`src/rtl/keyed_remap_pkg.sv`:
```
package keyed_remap_pkg;

  // mapping bits; packing order gives bit2 boot, bit1 vectors, bit0 RAM in code
  typedef struct packed {
    logic bootEn;
    logic vecReloc;
    logic ramInCode;
  } map_t;

  localparam int unsigned MAP_W = $bits(map_t);

  typedef enum logic [1:0] {
    SEL_ROM  = 2'd0,
    SEL_BOOT = 2'd1,
    SEL_RAM  = 2'd2
  } sel_t;

  // strobes from the bus decoder to the register datapath
  typedef struct packed {
    logic stageWr;
    logic commit;
    logic rdCtrl;
    logic rdStat;
  } strobe_t;

endpackage

```
`src/rtl/keyed_remap_ctrl.sv`:
```
module keyed_remap_ctrl
  import keyed_remap_pkg::*;
#(
  parameter int unsigned BUS_AW      = 12,
  parameter int unsigned BUS_DW      = 8,
  parameter int unsigned CTRL_ADDR   = 12'hFD0,
  parameter int unsigned COMMIT_ADDR = 12'hFD1,
  parameter int unsigned STAT_ADDR   = 12'hFDF,
  parameter int unsigned COMMIT_KEY  = 8'hD5
) (
  input  logic [BUS_AW-1:0] busAddr,
  input  logic              busWrEn,
  input  logic              busRdEn,
  input  logic [BUS_DW-1:0] busWrData,
  output strobe_t           stb
);

  localparam logic [BUS_AW-1:0] CTRL_A   = BUS_AW'(CTRL_ADDR);
  localparam logic [BUS_AW-1:0] COMMIT_A = BUS_AW'(COMMIT_ADDR);
  localparam logic [BUS_AW-1:0] STAT_A   = BUS_AW'(STAT_ADDR);
  localparam logic [BUS_DW-1:0] KEY      = BUS_DW'(COMMIT_KEY);

  logic hitCtrl, hitCommit, hitStat, keyMatch;

  always_comb begin
    hitCtrl   = (busAddr == CTRL_A);
    hitCommit = (busAddr == COMMIT_A);
    hitStat   = (busAddr == STAT_A);
    keyMatch  = (busWrData == KEY);
  end

  // the status register has no write strobe, so writes to it do nothing
  always_comb begin
    stb.stageWr = busWrEn & hitCtrl;
    stb.commit  = busWrEn & hitCommit & keyMatch;
    stb.rdCtrl  = busRdEn & hitCtrl;
    stb.rdStat  = busRdEn & hitStat;
  end

endmodule

```
`src/rtl/keyed_remap_datapath.sv`:
```
module keyed_remap_datapath
  import keyed_remap_pkg::*;
#(
  parameter int unsigned BUS_DW = 8
) (
  input  logic              clk,
  input  logic              rstN,
  input  strobe_t           stb,
  input  logic [MAP_W-1:0]  stageData,
  output map_t              stagedMap,
  output map_t              activeMap,
  output logic [BUS_DW-1:0] rdData
);

  localparam int unsigned PAD_W = BUS_DW - MAP_W;

  always_ff @(posedge clk or negedge rstN) begin
    if (!rstN) begin
      stagedMap <= '0;
    end else if (stb.stageWr) begin
      stagedMap <= map_t'(stageData);
    end
  end

  always_ff @(posedge clk or negedge rstN) begin
    if (!rstN) begin
      activeMap <= '0;
    end else if (stb.commit) begin
      activeMap <= stagedMap;
    end
  end

  always_comb begin
    rdData = '0;
    if (stb.rdCtrl) begin
      rdData = {{PAD_W{1'b0}}, stagedMap};
    end else if (stb.rdStat) begin
      rdData = {{PAD_W{1'b0}}, activeMap};
    end
  end

endmodule

```
`src/rtl/keyed_remap_steer.sv`:
```
module keyed_remap_steer
  import keyed_remap_pkg::*;
#(
  parameter int unsigned ADDR_W       = 16,
  parameter int unsigned BOOT_BASE    = 16'h1000,
  parameter int unsigned BOOT_SIZE    = 2048,
  parameter int unsigned VEC_BASE     = 16'hFFC0,
  parameter int unsigned VEC_SIZE     = 64,
  parameter int unsigned VEC_RAM_BASE = 16'h0700,
  parameter int unsigned RAM_BASE     = 16'h0800,
  parameter int unsigned RAM_SIZE     = 2048
) (
  input  logic [ADDR_W-1:0] addr,
  input  logic              bootOn,
  input  logic              vecOn,
  input  logic              ramOn,
  output sel_t              sel,
  output logic [ADDR_W-1:0] idx
);

  localparam int unsigned BOOT_IDX_W = $clog2(BOOT_SIZE);
  localparam logic [ADDR_W-1:0] BOOT_LO = ADDR_W'(BOOT_BASE);
  localparam logic [ADDR_W-1:0] BOOT_HI = ADDR_W'(BOOT_BASE + BOOT_SIZE - 1);
  localparam logic [ADDR_W-1:0] VEC_LO  = ADDR_W'(VEC_BASE);
  localparam logic [ADDR_W-1:0] VEC_HI  = ADDR_W'(VEC_BASE + VEC_SIZE - 1);
  localparam logic [ADDR_W-1:0] RAM_LO  = ADDR_W'(RAM_BASE);
  localparam logic [ADDR_W-1:0] RAM_HI  = ADDR_W'(RAM_BASE + RAM_SIZE - 1);
  localparam logic [ADDR_W-1:0] VEC_RAM = ADDR_W'(VEC_RAM_BASE);

  logic inBoot, inVec, inRam;

  always_comb begin
    inBoot = (addr >= BOOT_LO) && (addr <= BOOT_HI);
    inVec  = (addr >= VEC_LO)  && (addr <= VEC_HI);
    inRam  = (addr >= RAM_LO)  && (addr <= RAM_HI);
  end

  // priority: boot window, then relocated vectors, then RAM window, then ROM
  always_comb begin
    sel = SEL_ROM;
    idx = addr;
    if (bootOn && inBoot) begin
      sel = SEL_BOOT;
      idx = ADDR_W'(addr[BOOT_IDX_W-1:0]);
    end else if (vecOn && inVec) begin
      sel = SEL_RAM;
      idx = VEC_RAM + (addr - VEC_LO);
    end else if (ramOn && inRam) begin
      sel = SEL_RAM;
      idx = addr - RAM_LO;
    end
  end

endmodule

```
`src/rtl/keyed_remap.sv`:
```
module keyed_remap
  import keyed_remap_pkg::*;
#(
  parameter int unsigned BUS_AW         = 12,
  parameter int unsigned BUS_DW         = 8,
  parameter int unsigned ADDR_W         = 16,
  parameter int unsigned CTRL_ADDR      = 12'hFD0,
  parameter int unsigned COMMIT_ADDR    = 12'hFD1,
  parameter int unsigned STAT_ADDR      = 12'hFDF,
  parameter int unsigned COMMIT_KEY     = 8'hD5,
  parameter int unsigned BOOT_BASE      = 16'h1000,
  parameter int unsigned BOOT_SIZE      = 2048,
  parameter int unsigned VEC_BASE       = 16'hFFC0,
  parameter int unsigned VEC_SIZE       = 64,
  parameter int unsigned VEC_RAM_BASE   = 16'h0700,
  parameter int unsigned CODE_RAM_BASE  = 16'h0800,
  parameter int unsigned CODE_RAM_SIZE  = 2048,
  parameter int unsigned DATA_RAM_BASE  = 16'h0040,
  parameter int unsigned DATA_RAM_SIZE  = 2048
) (
  input  logic              clk,
  input  logic              rstN,
  input  logic [BUS_AW-1:0] busAddr,
  input  logic              busWrEn,
  input  logic              busRdEn,
  input  logic [BUS_DW-1:0] busWrData,
  output logic [BUS_DW-1:0] busRdData,
  input  logic [ADDR_W-1:0] codeAddr,
  output logic [1:0]        codeSel,
  output logic [ADDR_W-1:0] codeIdx,
  input  logic [ADDR_W-1:0] dataAddr,
  output logic [1:0]        dataSel,
  output logic [ADDR_W-1:0] dataIdx
);

  strobe_t stb;
  map_t    stagedMap;
  map_t    activeMap;
  sel_t    codeSelE, dataSelE;

  keyed_remap_ctrl #(
    .BUS_AW(BUS_AW), .BUS_DW(BUS_DW), .CTRL_ADDR(CTRL_ADDR),
    .COMMIT_ADDR(COMMIT_ADDR), .STAT_ADDR(STAT_ADDR), .COMMIT_KEY(COMMIT_KEY)
  ) u_ctrl (
    .busAddr(busAddr), .busWrEn(busWrEn), .busRdEn(busRdEn),
    .busWrData(busWrData), .stb(stb)
  );

  keyed_remap_datapath #(.BUS_DW(BUS_DW)) u_dp (
    .clk(clk), .rstN(rstN), .stb(stb), .stageData(busWrData[MAP_W-1:0]),
    .stagedMap(stagedMap), .activeMap(activeMap), .rdData(busRdData)
  );

  keyed_remap_steer #(
    .ADDR_W(ADDR_W), .BOOT_BASE(BOOT_BASE), .BOOT_SIZE(BOOT_SIZE),
    .VEC_BASE(VEC_BASE), .VEC_SIZE(VEC_SIZE), .VEC_RAM_BASE(VEC_RAM_BASE),
    .RAM_BASE(CODE_RAM_BASE), .RAM_SIZE(CODE_RAM_SIZE)
  ) u_code (
    .addr(codeAddr), .bootOn(activeMap.bootEn), .vecOn(activeMap.vecReloc),
    .ramOn(activeMap.ramInCode), .sel(codeSelE), .idx(codeIdx)
  );

  // the data space has no vector overlay and its RAM window is always present
  keyed_remap_steer #(
    .ADDR_W(ADDR_W), .BOOT_BASE(BOOT_BASE), .BOOT_SIZE(BOOT_SIZE),
    .VEC_BASE(VEC_BASE), .VEC_SIZE(VEC_SIZE), .VEC_RAM_BASE(VEC_RAM_BASE),
    .RAM_BASE(DATA_RAM_BASE), .RAM_SIZE(DATA_RAM_SIZE)
  ) u_data (
    .addr(dataAddr), .bootOn(activeMap.bootEn), .vecOn(1'b0),
    .ramOn(1'b1), .sel(dataSelE), .idx(dataIdx)
  );

  assign codeSel = codeSelE;
  assign dataSel = dataSelE;

endmodule

```
`config.mk`:
```
export PLATFORM = sky130hd
export DESIGN_NAME = keyed_remap
export DESIGN_NICKNAME = d
export VERILOG_FILES = /design/src/rtl/keyed_remap_pkg.sv /design/src/rtl/keyed_remap_ctrl.sv /design/src/rtl/keyed_remap_datapath.sv /design/src/rtl/keyed_remap_steer.sv /design/src/rtl/keyed_remap.sv
export SDC_FILE = /design/constraint.sdc
export NUM_CORES = 1
export LEC_CHECK = 0
export BUFFER_PORTS_ARGS = -buffer_cell sky130_fd_sc_hd__buf_2
export CELL_PAD_IN_SITES_DETAIL_PLACEMENT = 1
export CELL_PAD_IN_SITES_GLOBAL_PLACEMENT = 2
export CORE_MARGIN = 2
export CORE_UTILIZATION = 16
export CTS_CLUSTER_SIZE = 10
export DETAILED_ROUTE_END_ITERATION = 16
export PLACE_DENSITY_LB_ADDON = 0.1
export SLEW_MARGIN = 10
export SYNTH_ARGS = -nofsm -noshare
export SYNTH_HDL_FRONTEND = slang
export SYNTH_SLANG_ARGS = --single-unit
```
`constraint.sdc`:
```
create_clock -name clk -period 2.1 [get_ports clk]
set_input_delay 0.42 -clock clk [delete_from_list [all_inputs] [get_ports clk]]
set_output_delay 0.42 -clock clk [all_outputs]
set_load 0.05 [all_outputs]
```
==> impl_results.md <==
- Fin crit share: 1.197
- Antenna violations before repair: 0
- Critical Path End Type: primary output
- Site row count: 29
- Outcome: finished with violations
- Final Skew: 0.001494 ns
- Reg-to-reg endpoint: u_dp.activeMap[0]
- Chip height: 85.19 µm
- Leading area contributor after synthesis: dfrtp_1
- Critical path data required time: 1.68 ns
- Static leakage: 1.211 nW
- Vias per cell: 4.419
- R2R Path Start: u_dp.activeMap[0]
- Power per cell area: 293.2 nW/µm²
- Yosys top cell area share: 0.1423
- First-pass GRT wire length: 7534 µm
- WS Path Type: in -> out
- Post-DP HPWL: 3949 µm
- Slew Limit Fails: 0
- Net count, final: 330
- I/O Buffers: 94
- Sequential power share: 0.159
- Number of global-route vias before repair: 1640
- Worst IR Drop VDD: 0.1170 mV
- Final Worst Setup Slack: -0.4129 ns
- Crit path time final: 2.513 ns
- Combinational cell fraction of total power: 0.607
- Die footprint: 7257 µm²
- Routability cong.: 0.8086
- # DRC: 0
- Largest net degree at the start of global routing: 8
- Cell variety after synth: 42
- Max cap viols: 0
- Setup crit start kind: input port
- Layout cells sized above 1: 0.7652
- Crit-path max FO: 4
- Iteration-0 DRC Markers: 14
- Clk pin slew, worst setup/hold paths: 0.04 ns
- Placed cells: 329
- Total GRT Usage: 0.1251
- Cts bufs inserted: 3
- Ports: 100
- Core Footprint: 6350 µm²
- Hold Vio Cnt, Final: 0
- DRT Wirelength: 4696 µm
- Sw Share: 0.4281
- Fin cells: 341
- Max Fclk: 397.9 MHz
- FF-to-FF path depth: 1
- Area of the mapped netlist: 1055 µm²
- Yosys reg bits: 6
- Root buf cell: clkbuf_8
- Post-Route M1 WL: 1875 µm
- Setup violators final: 12
- Yosys Warn Count: 0
- Internal power: 0.0004195 W
- Routed vias: 1507
- Highest routed layer: met4
- Max clock buf depth: 2
- Crit path capture: dataIdx[11]
- Hold slack final: 0.01658 ns
- Hold Crit Class: in -> async
- Syn_area_per_cell: 7.991 µm²
- Wirelength per Cell: 13.77 µm
- Hold_buf cts: 0
- Worst Path Arrival: 2.09 ns
- Switching power: 0.0003139 W
- Final Power: 0.0007334 W
- CTS Sinks: 6
- ANT cells: 0
- Initial Util: 0.1661
- Area grow syn2layout: 137.1%
- Pre-antenna DRT Iters: 4
- CTS tree: built
- Register-to-Register Setup Slack: 1.28 ns
- Final ANT Viol Nets: 0
- CP Launch Point: dataAddr[6]
- Worst-skew pair later-pin latency: 0.22 ns
- Unrepaired setup endpoints after global routing: true
- Chip width: 85.19 µm
- Top cells by area, synth: dfrtp_1 (14%), buf_4 (12%), ha_1 (9.5%)
- Failing checks: negative setup slack
- Clock power share: 0.233
- H-tree Lvls: 1
- Synth Instances: 132
- Sequential element share of the synthesized area: 0.1423
- DR WL met2: 2500 µm
- GRT overflow: 0
- Met3 Wirelength: 299 µm
[worst min-delay path by stage]
stage	to	slack, ns	cells after the start
2_1_floorplan	u_dp.activeMap[0]	0.12	0
3_3_place_gp	u_dp.stagedMap[1]	0.25	1
3_5_place_dp	u_dp.activeMap[1]	0.25	1
4_1_cts	u_dp.activeMap[1]	0.02	1
5_1_grt	u_dp.activeMap[1]	0.02	1
6_report	u_dp.activeMap[1]	0.02	1
[power groups by stage]
stage	Combinational (W)	Sequential (W)	Clock [W]
2_1_floorplan	0.000230	0.000118	0
3_3_place_gp	0.000373	0.000118	0
3_5_place_dp	0.000379	0.000118	0
4_1_cts	0.000433	0.000117	0.000177
5_1_grt	0.000471	0.000117	0.000187
6_report	0.000445	0.000117	0.000171
[logic make-up (layout without fill, tap and decap cells)]
family | count (synthesis) | in the layout | share of synthesized area
AO/OA/AOI/OAI | 19 | 19 | 0.1305
XOR/XNOR | 5 | 5 | 0.04153
adder cells (fa/ha/maj) | 8 | 8 | 0.09490
buffers and inverters | 28 | 156 | 0.1601
flip-flops | 6 | 6 | 0.1423
multiplexers | 6 | 6 | 0.06405
other | 1 | 5 | 0.003555
AND/OR/NAND/NOR | 59 | 59 | 0.3630
[cell type report]
| type | instances | area, µm² |
|---|---|---|
| fill | 756 | 3849 |
| multi-input combinational | 102 | 1086 |
| sequential | 6 | 150.1 |
| timing repair buffer | 145 | 1066 |
| tap | 77 | 96.34 |
| inverter | 8 | 61.31 |
| clock buffer | 3 | 41.29 |
[registers in the layout, summed over array words and instances (netlist names)]
register and flops:
u_dp.stagedMap 3, u_dp.activeMap 3
[placed cells by master (no fill, tap or decap), types with 2 or more instances in the layout]
cell type,instances
o21ai_1,2
inv_6,3
nand2_1,6
a31oi_4,2
o21a_1,2
or2_4,3
xor2_4,2
ha_1,6
nor4_2,3
nor3_4,3
xnor2_2,2
o21ai_2,2
nand3_1,4
mux2_2,6
dfrtp_1,6
nand4_1,5
clkbuf_8,3
buf_6,20
inv_1,4
nor2_4,2
or3_1,2
buf_4,48
a22o_4,3
conb_1,5
nor3_1,4
nor4_4,3
nor3b_4,2
buf_2,68
nor2_1,2
buf_8,8
ha_4,2
[worst max-delay path, cell delays in order]
cell and delay [ns]:
buf_8 0.11, inv_6 0.05, ha_4 0.12, or3b_4 0.37
a2111o_1 0.37, nand4_4 0.15, buf_6 0.14, inv_6 0.03
a31oi_4 0.15, buf_6 0.18
[stage by stage]
stage | setup WS, ns | util | instance area (µm²) | setup TNS, ns
5_1_grt | -0.4774 | 0.3939 | 2501 | -4.595
3_5_place_dp | -0.6475 | 0.3139 | 1993 | -7.510
6_report | -0.4129 | 0.3939 | 2501 | -3.828
4_1_cts | -0.4694 | 0.3704 | 2352 | -4.213
3_3_place_gp | -0.5561 | 0.3139 | 1993 | -6.547
2_1_floorplan | -0.3643 | - | 1250 | -1.893
[Yosys cell counts, drive strengths merged]
cell type   n
a2111o      1
a21oi       1
a22o        4
a31o        1
a31oi       3
a41oi       1
and2        1
and2b       1
and3        1
and4        2
and4b       1
buf        17
clkbuf      3
conb        1
dfrtp       6
ha          8
inv         8
mux2        6
nand2       8
nand3       5
nand3b      1
nand4       6
nand4b      1
nor2        5
nor2b       1
nor3        8
nor3b       2
nor4        7
nor4b       1
o21a        2
o21ai       5
o21ba       1
or2         3
or3         3
or3b        1
or4bb       1
xnor2       3
xor2        2
[what timing repair did]
item | in CTS | in global routing
gates resized for setup | 70 | 30
setup endpoints to repair | 20 | 19
setup buffers | 7 | 2
endpoints found under the hold margin | 0 | 0
pin swaps | 16 | 15
[routing by layer]
layer  vias up  GRT usage
met4         0    0.03030
li1        730          -
met1       715     0.1524
met5         -          0
met2        60     0.2315
met3         2    0.01556
Note: power is estimated with default switching activity, not from simulation.
